<file path="src/rtl/adc_scan_pkg.sv">
package adc_scan_pkg;

  typedef enum logic [2:0] {
    S_IDLE = 3'd0,
    S_ARM  = 3'd1,
    S_SAMP = 3'd2,
    S_CONV = 3'd3,
    S_WAIT = 3'd4
  } scan_state_e;

  // trigger source codes (bits 4:3 of the trigger/mode register)
  localparam logic [1:0] TRG_SW   = 2'b00;
  localparam logic [1:0] TRG_T16  = 2'b01;
  localparam logic [1:0] TRG_T8   = 2'b10;
  localparam logic [1:0] TRG_PIN  = 2'b11;

  // register addresses
  localparam int RA_RES_LO = 0;
  localparam int RA_RES_HI = 1;
  localparam int RA_TRIG   = 2;
  localparam int RA_CHAN   = 3;
  localparam int RA_CTRL   = 4;
  localparam int RA_SAMP   = 5;

  // bit positions that software relies on
  localparam int B_MODE  = 5;
  localparam int B_TRG   = 3;
  localparam int B_EN    = 2;
  localparam int B_RUN   = 1;
  localparam int B_OWE   = 0;

  localparam logic [1:0] SAMP_RESET = 2'b11;

endpackage

</file>
<file path="src/rtl/adc_trig_sel.sv">
module adc_trig_sel
  import adc_scan_pkg::*;
#(
  parameter int SYNC_STAGES = 2
) (
  input  logic       clk,
  input  logic       rst,
  input  logic [1:0] src,
  input  logic       pin_n,
  input  logic       tmr8,
  input  logic       tmr16,
  output logic       fire
);

  // shift chain: SYNC_STAGES synchronizer flops plus one history flop
  logic [SYNC_STAGES:0] sh;
  logic                 pin_fall;

  always_ff @(posedge clk) begin
    if (rst) sh <= '1;
    else     sh <= {sh[SYNC_STAGES-1:0], pin_n};
  end

  assign pin_fall = sh[SYNC_STAGES] & ~sh[SYNC_STAGES-1];

  always_comb begin
    case (src)
      TRG_SW:  fire = 1'b1;
      TRG_T16: fire = tmr16;
      TRG_T8:  fire = tmr8;
      default: fire = pin_fall;
    endcase
  end

  p_pin_single_r9: assert property (@(posedge clk) disable iff (rst)
    (src == TRG_PIN && fire) |=> !(src == TRG_PIN && fire));

endmodule

</file>
<file path="src/rtl/adc_scan_fsm.sv">
module adc_scan_fsm
  import adc_scan_pkg::*;
#(
  parameter int CH_W      = 3,
  parameter int RES_W     = 10,
  parameter int SAMP_BASE = 3,
  parameter int SAMP_STEP = 2,
  parameter int CNT_W     = 4
) (
  input  logic             clk,
  input  logic             rst,
  input  logic             run,
  input  logic             mode_cont,
  input  logic [CH_W-1:0]  start_ch,
  input  logic [CH_W-1:0]  end_ch,
  input  logic [1:0]       samp_code,
  input  logic             fire,
  input  logic             cv_done,
  input  logic [RES_W-1:0] cv_value,
  output logic             cv_sample,
  output logic             cv_start,
  output logic [CH_W-1:0]  cv_chan,
  output logic             res_we,
  output logic [RES_W-1:0] res_val,
  output logic             scan_end
);

  scan_state_e      state;
  logic [CNT_W-1:0] cnt;
  logic [CNT_W-1:0] samp_len;
  logic [CH_W-1:0]  ch;
  logic             at_last;

  assign samp_len = CNT_W'(SAMP_BASE) + CNT_W'(SAMP_STEP) * CNT_W'(samp_code);
  assign at_last  = (ch == end_ch);
  assign res_we   = run && (state == S_WAIT) && cv_done;
  assign res_val  = cv_value;
  assign scan_end = res_we && at_last && !mode_cont;

  always_ff @(posedge clk) begin
    if (rst) begin
      state <= S_IDLE;
      cnt   <= '0;
      ch    <= '0;
    end else if (!run) begin
      state <= S_IDLE;
    end else begin
      case (state)
        S_IDLE: state <= S_ARM;
        S_ARM: if (fire) begin
          state <= S_SAMP;
          ch    <= start_ch;
          cnt   <= '0;
        end
        S_SAMP: begin
          if (cnt == samp_len - 1'b1) begin
            state <= S_CONV;
            cnt   <= '0;
          end else begin
            cnt <= cnt + 1'b1;
          end
        end
        S_CONV: state <= S_WAIT;
        S_WAIT: if (cv_done) begin
          cnt <= '0;
          if (!at_last) begin
            ch    <= ch + 1'b1;
            state <= S_SAMP;
          end else if (mode_cont) begin
            ch    <= start_ch;
            state <= S_SAMP;
          end else begin
            state <= S_IDLE;
          end
        end
        default: state <= S_IDLE;
      endcase
    end
  end

  assign cv_sample = (state == S_SAMP);
  assign cv_start  = (state == S_CONV);
  assign cv_chan   = ch;

  p_conv_after_samp_r4: assert property (@(posedge clk) disable iff (rst)
    cv_start |-> $past(cv_sample));
  p_conv_one_clk_r4: assert property (@(posedge clk) disable iff (rst)
    cv_start |=> !cv_start);
  p_no_strobe_idle_r6: assert property (@(posedge clk) disable iff (rst)
    !run |=> !(cv_sample || cv_start));

endmodule

</file>
<file path="src/rtl/adc_regs.sv">
module adc_regs
  import adc_scan_pkg::*;
#(
  parameter int ADDR_W = 3,
  parameter int DATA_W = 8,
  parameter int RES_W  = 10,
  parameter int CH_W   = 3
) (
  input  logic              clk,
  input  logic              rst,
  input  logic              wr,
  input  logic              rd,
  input  logic [ADDR_W-1:0] addr,
  input  logic [DATA_W-1:0] wdata,
  output logic [DATA_W-1:0] rdata,
  input  logic              res_we,
  input  logic [RES_W-1:0]  res_val,
  input  logic              scan_end,
  input  logic [CH_W-1:0]   cur_ch,
  output logic              mode_cont,
  output logic [1:0]        trig_src,
  output logic [CH_W-1:0]   start_ch,
  output logic [CH_W-1:0]   end_ch,
  output logic [1:0]        samp_code,
  output logic              run
);

  localparam int HI_W = RES_W - DATA_W;

  logic             mode_q, en_q, run_q, flag_q, owe_q;
  logic [1:0]       trg_q, samp_q;
  logic [CH_W-1:0]  start_q, end_q;
  logic [RES_W-1:0] res_q;
  logic [DATA_W-1:0] rd_mux;
  logic wr_trig, wr_chan, wr_ctrl, wr_samp, rd_lo;

  assign wr_trig = wr && (addr == ADDR_W'(RA_TRIG));
  assign wr_chan = wr && (addr == ADDR_W'(RA_CHAN));
  assign wr_ctrl = wr && (addr == ADDR_W'(RA_CTRL));
  assign wr_samp = wr && (addr == ADDR_W'(RA_SAMP));
  assign rd_lo   = rd && (addr == ADDR_W'(RA_RES_LO));

  always_comb begin
    case (int'(addr))
      RA_RES_LO: rd_mux = res_q[DATA_W-1:0];
      RA_RES_HI: rd_mux = DATA_W'(res_q[RES_W-1 -: HI_W]);
      RA_TRIG:   rd_mux = DATA_W'({mode_q, trg_q, cur_ch});
      RA_CHAN:   rd_mux = DATA_W'({end_q, start_q});
      RA_CTRL:   rd_mux = DATA_W'({flag_q, en_q, run_q, owe_q});
      RA_SAMP:   rd_mux = DATA_W'(samp_q);
      default:   rd_mux = '0;
    endcase
  end

  always_ff @(posedge clk) begin
    if (rst) begin
      mode_q  <= 1'b0;
      trg_q   <= TRG_SW;
      start_q <= '0;
      end_q   <= '0;
      en_q    <= 1'b0;
      run_q   <= 1'b0;
      flag_q  <= 1'b0;
      owe_q   <= 1'b0;
      samp_q  <= SAMP_RESET;
      res_q   <= '0;
      rdata   <= '0;
    end else begin
      if (wr_trig) begin
        mode_q <= wdata[B_MODE];
        trg_q  <= wdata[B_TRG +: 2];
      end
      if (wr_chan) begin
        end_q   <= wdata[CH_W +: CH_W];
        start_q <= wdata[CH_W-1:0];
      end
      if (wr_samp) samp_q <= wdata[1:0];
      if (wr_ctrl) begin
        en_q  <= wdata[B_EN];
        run_q <= wdata[B_EN] & wdata[B_RUN];
      end else if (scan_end) begin
        run_q <= 1'b0;
      end
      if (res_we && flag_q && !rd_lo)       owe_q <= 1'b1;
      else if (wr_ctrl && !wdata[B_OWE])    owe_q <= 1'b0;
      if (res_we)     flag_q <= 1'b1;
      else if (rd_lo) flag_q <= 1'b0;
      if (res_we) res_q <= res_val;
      rdata <= rd ? rd_mux : '0;
    end
  end

  assign mode_cont = mode_q;
  assign trig_src  = trg_q;
  assign start_ch  = start_q;
  assign end_ch    = end_q;
  assign samp_code = samp_q;
  assign run       = run_q;

  p_owe_needs_flag_r11: assert property (@(posedge clk) disable iff (rst)
    $rose(owe_q) |-> $past(flag_q));
  p_flag_clear_r10: assert property (@(posedge clk) disable iff (rst)
    (rd_lo && !res_we) |=> !flag_q);
  p_run_needs_en_r12: assert property (@(posedge clk) disable iff (rst)
    run_q |-> en_q);
  p_hi_zero_r3: assert property (@(posedge clk) disable iff (rst)
    (rd && addr == ADDR_W'(RA_RES_HI)) |=> (rdata[DATA_W-1:HI_W] == '0));

endmodule

</file>
<file path="src/rtl/adc_scan_seq.sv">
module adc_scan_seq
  import adc_scan_pkg::*;
#(
  parameter int ADDR_W      = 3,
  parameter int DATA_W      = 8,
  parameter int RES_W       = 10,
  parameter int CH_N        = 8,
  parameter int SYNC_STAGES = 2,
  parameter int SAMP_BASE   = 3,
  parameter int SAMP_STEP   = 2
) (
  input  logic              clk,
  input  logic              rst,
  input  logic              bus_wr,
  input  logic              bus_rd,
  input  logic [ADDR_W-1:0] bus_addr,
  input  logic [DATA_W-1:0] bus_wdata,
  output logic [DATA_W-1:0] bus_rdata,
  input  logic              trig_pin_n,
  input  logic              tmr8_pulse,
  input  logic              tmr16_pulse,
  output logic              cv_sample,
  output logic              cv_start,
  output logic [$clog2(CH_N)-1:0] cv_chan,
  input  logic              cv_done,
  input  logic [RES_W-1:0]  cv_value
);

  localparam int CH_W  = $clog2(CH_N);
  localparam int CNT_W = $clog2(SAMP_BASE + 3 * SAMP_STEP + 1) + 1;

  logic             mode_cont, run, fire, res_we, scan_end;
  logic [1:0]       trig_src, samp_code;
  logic [CH_W-1:0]  start_ch, end_ch;
  logic [RES_W-1:0] res_val;

  adc_regs #(
    .ADDR_W(ADDR_W), .DATA_W(DATA_W), .RES_W(RES_W), .CH_W(CH_W)
  ) u_regs (
    .clk(clk), .rst(rst), .wr(bus_wr), .rd(bus_rd), .addr(bus_addr),
    .wdata(bus_wdata), .rdata(bus_rdata), .res_we(res_we), .res_val(res_val),
    .scan_end(scan_end), .cur_ch(cv_chan), .mode_cont(mode_cont),
    .trig_src(trig_src), .start_ch(start_ch), .end_ch(end_ch),
    .samp_code(samp_code), .run(run)
  );

  adc_trig_sel #(.SYNC_STAGES(SYNC_STAGES)) u_trig (
    .clk(clk), .rst(rst), .src(trig_src), .pin_n(trig_pin_n),
    .tmr8(tmr8_pulse), .tmr16(tmr16_pulse), .fire(fire)
  );

  adc_scan_fsm #(
    .CH_W(CH_W), .RES_W(RES_W), .SAMP_BASE(SAMP_BASE),
    .SAMP_STEP(SAMP_STEP), .CNT_W(CNT_W)
  ) u_fsm (
    .clk(clk), .rst(rst), .run(run), .mode_cont(mode_cont),
    .start_ch(start_ch), .end_ch(end_ch), .samp_code(samp_code),
    .fire(fire), .cv_done(cv_done), .cv_value(cv_value),
    .cv_sample(cv_sample), .cv_start(cv_start), .cv_chan(cv_chan),
    .res_we(res_we), .res_val(res_val), .scan_end(scan_end)
  );

endmodule

</file>
<file path="config.mk">
export PLATFORM = sky130hd
export DESIGN_NAME = adc_scan_seq
export DESIGN_NICKNAME = d
export VERILOG_FILES = /design/src/rtl/adc_scan_pkg.sv /design/src/rtl/adc_trig_sel.sv /design/src/rtl/adc_scan_fsm.sv /design/src/rtl/adc_regs.sv /design/src/rtl/adc_scan_seq.sv
export SDC_FILE = /design/constraint.sdc
export NUM_CORES = 1
export LEC_CHECK = 0
export CORE_UTILIZATION = 51
export DETAILED_ROUTE_END_ITERATION = 7
export PLACE_DENSITY = 0.78
export SYNTH_ARGS = -nofsm -noshare
export SYNTH_HDL_FRONTEND = slang
export SYNTH_SLANG_ARGS = --single-unit
</file>
<file path="constraint.sdc">
create_clock -name clk -period 2.1 [get_ports clk]
set_input_delay 0.315 -clock clk [delete_from_list [all_inputs] [get_ports clk]]
set_output_delay 0.315 -clock clk [all_outputs]
set_load 0.005 [all_outputs]
</file>
==> impl_metrics.yaml <==
status:
  run_status: "completed"
route:
  viasPerCell: 5.46
  wire_per_inst_um: 14.3
  routed_wl_um: 4880
  route.detailed.drc: 0
  vias: 1866
  ant_nets: 0
  drt-pass1-iter-count: 4
  drt_iter0_markers: 83
logic_synthesis:
  synth-adder-area-share_pct: 1.69
  seq_area_frac_synth_pct: 42.3
  synthSimpleGateAreaFrac_pct: 20.7
  synthesis.nets: 275
  synth_top_family_by_area: "simple AND/OR/NAND/NOR gates"
  yosysUniqueCellTypes: 48
  avgSynthCellArea_um2: 9.14
  synth_compound_area_share_pct: 14.3
  synth_top_area_share_pct: 42.3
  synthMuxAreaShare_pct: 15.1
  syn_area_um2: 2220
  ys_warn_count: 0
  synth_top_cells_by_area: "dfxtp_1, mux2i_1, nor2_1"
  ys_ff_latch: 47
  synth_cells: 243
  synth_xor_area_share_pct: 2.36
  synth_top_area_cell: "dfxtp_1"
job:
  maxCapViolations: 0
setup_path:
  critical_path_class: "reg -> out"
  cp_data_required_time_ps: 1780
  worstPathArrival_ps: 1640
  cp_max_fo: 8
  r2r_end: "u_fsm.cnt[2]"
  worst_r2r_path_depth: 6
  r2r_slack_ps: 260
  cp-startpoint: "u_fsm.state[0]"
  cp-end-kind: "output pin"
  critPathLaunchType: "flop"
  crit-reg2reg-launch: "u_regs.samp_code[0]"
cts:
  insertion_delay_ps: 290
  cts_buffers: 5
  htreeDepth: 2
  cts.path.max_buffers: 2
  hold_buffers: 0
  cts_setup_buffers: 0
  clockRootBuffer: "clkbuf_8"
  clkTransAtPathRegs_ps: 80
  cts_tree: "yes"
  post_cts_resized: 0
  cts.sinks: 47
placed_design:
  placed_area_um2: 2730
  dpl.hpwl_um: 3660
  numPortBuffers: 39
  gp_congestion: 0.863
  dp.cells: 334
global_routing:
  antenna_found_initial: 0
  grtUsageTotal_pct: 23.8
  gr-total-overflow: 0
  grt_first_pass_wirelength_um: 8130
  grt_busiest_layer: "met2"
  use_met1_pct: 29.8
  use_met2_pct: 40.4
  grt_pass1_vias: 1767
  grt_max_degree: 28
  grtUsageMet3_pct: 4.67
timing:
  drv_slew: 0
  post-route-min-period_ps: 1960
  fmax_mhz: 511
  period_share_pct: 93.2
  hold_viol_final: 0
  worst_pin_slew_ps: 511
  fin_tns_setup_ps: 0
  whs_ps: 415
  finalClockSkew_ps: 2.18
  setup-violations-final: 0
  slew_headroom_pct: 65.8
  rsz0062_at_grt: "no"
worst_hold_path:
  min_path_type: "reg -> reg"
  holdPathStages: 1
  worstHoldEndpoint: "u_trig.sh[1]"
  min-delay-start: "u_trig.sh[0]"
layout:
  syn2layout_area_growth_pct: 27.6
  antenna-diode-count: 0
  final_area_um2: 2840
  fin_nets: 323
  stdcell_count: 342
  n_fill_cell: 337
  drive_gt1_share_pct: 13.4
power:
  ir_worst_vdd_v: 0.000413
  p_leak_uw: 0.00124
  power.density_nw_per_um2: 581
  power.total_uw: 1650
floorplan:
  die_height_um: 68.0
  start_util_pct: 54.4
  core_area_um2: 4090
  num_io_pins: 42
  die_area_um2: 4630
  die_w_um: 68.0
  std_cell_rows: 23
stage by stage:
step                utilization, %  setup slack, ps
floorplan                        -              400
global placement              66.8              167
detailed placement            66.8              149
CTS                           69.4             29.1
global route                  69.4             37.2
finish                        69.4              143
placed cells by master (no fill, tap or decap), types with 2 or more instances in the layout:
cell type | Yosys | routed
a211oi_1 | 4 | 4
a21oi_1 | 13 | 13
a31o_2 | 2 | 2
a31oi_1 | 4 | 4
and2_1 | 4 | 4
and3_1 | 2 | 2
buf_4 | 1 | 15
clkbuf_8 | 0 | 7
clkdlybuf4s50_1 | 0 | 39
dfxtp_1 | 47 | 46
ha_1 | 3 | 3
inv_1 | 6 | 6
mux2i_1 | 32 | 32
nand2_1 | 10 | 10
nand2b_1 | 2 | 2
nand3_1 | 9 | 9
nand4b_1 | 2 | 2
nor2_1 | 38 | 38
nor2b_1 | 3 | 3
nor3_1 | 4 | 4
o21a_1 | 3 | 3
o21ai_0 | 7 | 7
o21ai_1 | 2 | 2
or2_2 | 4 | 4
or3_1 | 2 | 2
xor2_1 | 5 | 5
synth_stat cells, drive strengths merged:
| master | n |
|---|---|
| a211oi | 4 |
| a21o | 1 |
| a21oi | 13 |
| a221oi | 1 |
| a22o | 1 |
| a311oi | 1 |
| a31o | 3 |
| a31oi | 4 |
| and2 | 4 |
| and2b | 1 |
| and3 | 2 |
| and3b | 2 |
| buf | 4 |
| clkbuf | 9 |
| dfxtp | 47 |
| ha | 3 |
| inv | 6 |
| mux2 | 1 |
| mux2i | 32 |
| nand2 | 10 |
| nand2b | 2 |
| nand3 | 9 |
| nand3b | 1 |
| nand4b | 2 |
| nor2 | 38 |
| nor2b | 3 |
| nor3 | 4 |
| nor3b | 3 |
| nor4 | 1 |
| nor4bb | 1 |
| o21a | 3 |
| o21ai | 9 |
| o22ai | 1 |
| o311ai | 1 |
| o31ai | 2 |
| o41a | 1 |
| o41ai | 1 |
| or2 | 4 |
| or3 | 2 |
| xnor2 | 1 |
| xor2 | 5 |
where the power goes:
| group | total, µW | internal (µW) | switching [µW] |
|---|---|---|---|
| Sequential | 906 | 899 | 6.83 |
| Clock | 595 | 300 | 296 |
| Combinational | 147 | 81.1 | 65.9 |
| Total | 1650 | 1280 | 368 |
flip-flops by register name, summed over array words and instances (netlist names), 2 cells and up:
| register | count |
|---|---|
| u_regs.start_ch | 3 |
| u_regs.samp_code | 2 |
| u_fsm.state | 3 |
| u_fsm.cnt | 5 |
| u_trig.sh | 3 |
| u_regs.trig_src | 2 |
| u_regs.res_q | 10 |
| u_regs.end_ch | 3 |
| u_fsm.cv_chan | 3 |
| u_regs.rdata | 8 |
worst max-delay path: stages, from the launching register on:
cell and delay (ps):
dfxtp_1 520, and2b_2 200, and2_1 130, clkdlybuf4s50_1 500
worst max-delay path by stage:
stage,to,slack [ps],cells past startpoint
global placement,u_fsm.cnt[1],170,6
finish,cv_start,140,3
detailed placement,u_fsm.cnt[1],150,6
CTS,cv_sample,30,2
floorplan,u_fsm.cnt[2],400,6
global route,cv_start,40,3
cells by family after synthesis:
group	Yosys count
AO/OA/AOI/OAI	46
XOR/XNOR	6
adder cells (fa/ha/maj)	3
buffers and inverters	19
flip-flops	47
multiplexers	33
AND/OR/NAND/NOR	89
final cells by class:
class / count / area (µm²) / area share (%)
inverter: 6 / 22.5 / 0.794
sequential: 47 / 942 / 33.2
clock buffer: 7 / 96.3 / 3.40
tap: 50 / 62.6 / 2.21
clock inverter: 1 / 7.51 / 0.265
timing repair buffer: 54 / 503 / 17.7
multi-input combinational: 177 / 1200 / 42.4
layer usage:
layer,vias up,share of wire [%]
met5,-,0
met4,0,1.4
met3,6,4.6
met2,40,49
met1,870,45
li1,950,-
No activity file was read; power rests on OpenSTA's default activity.
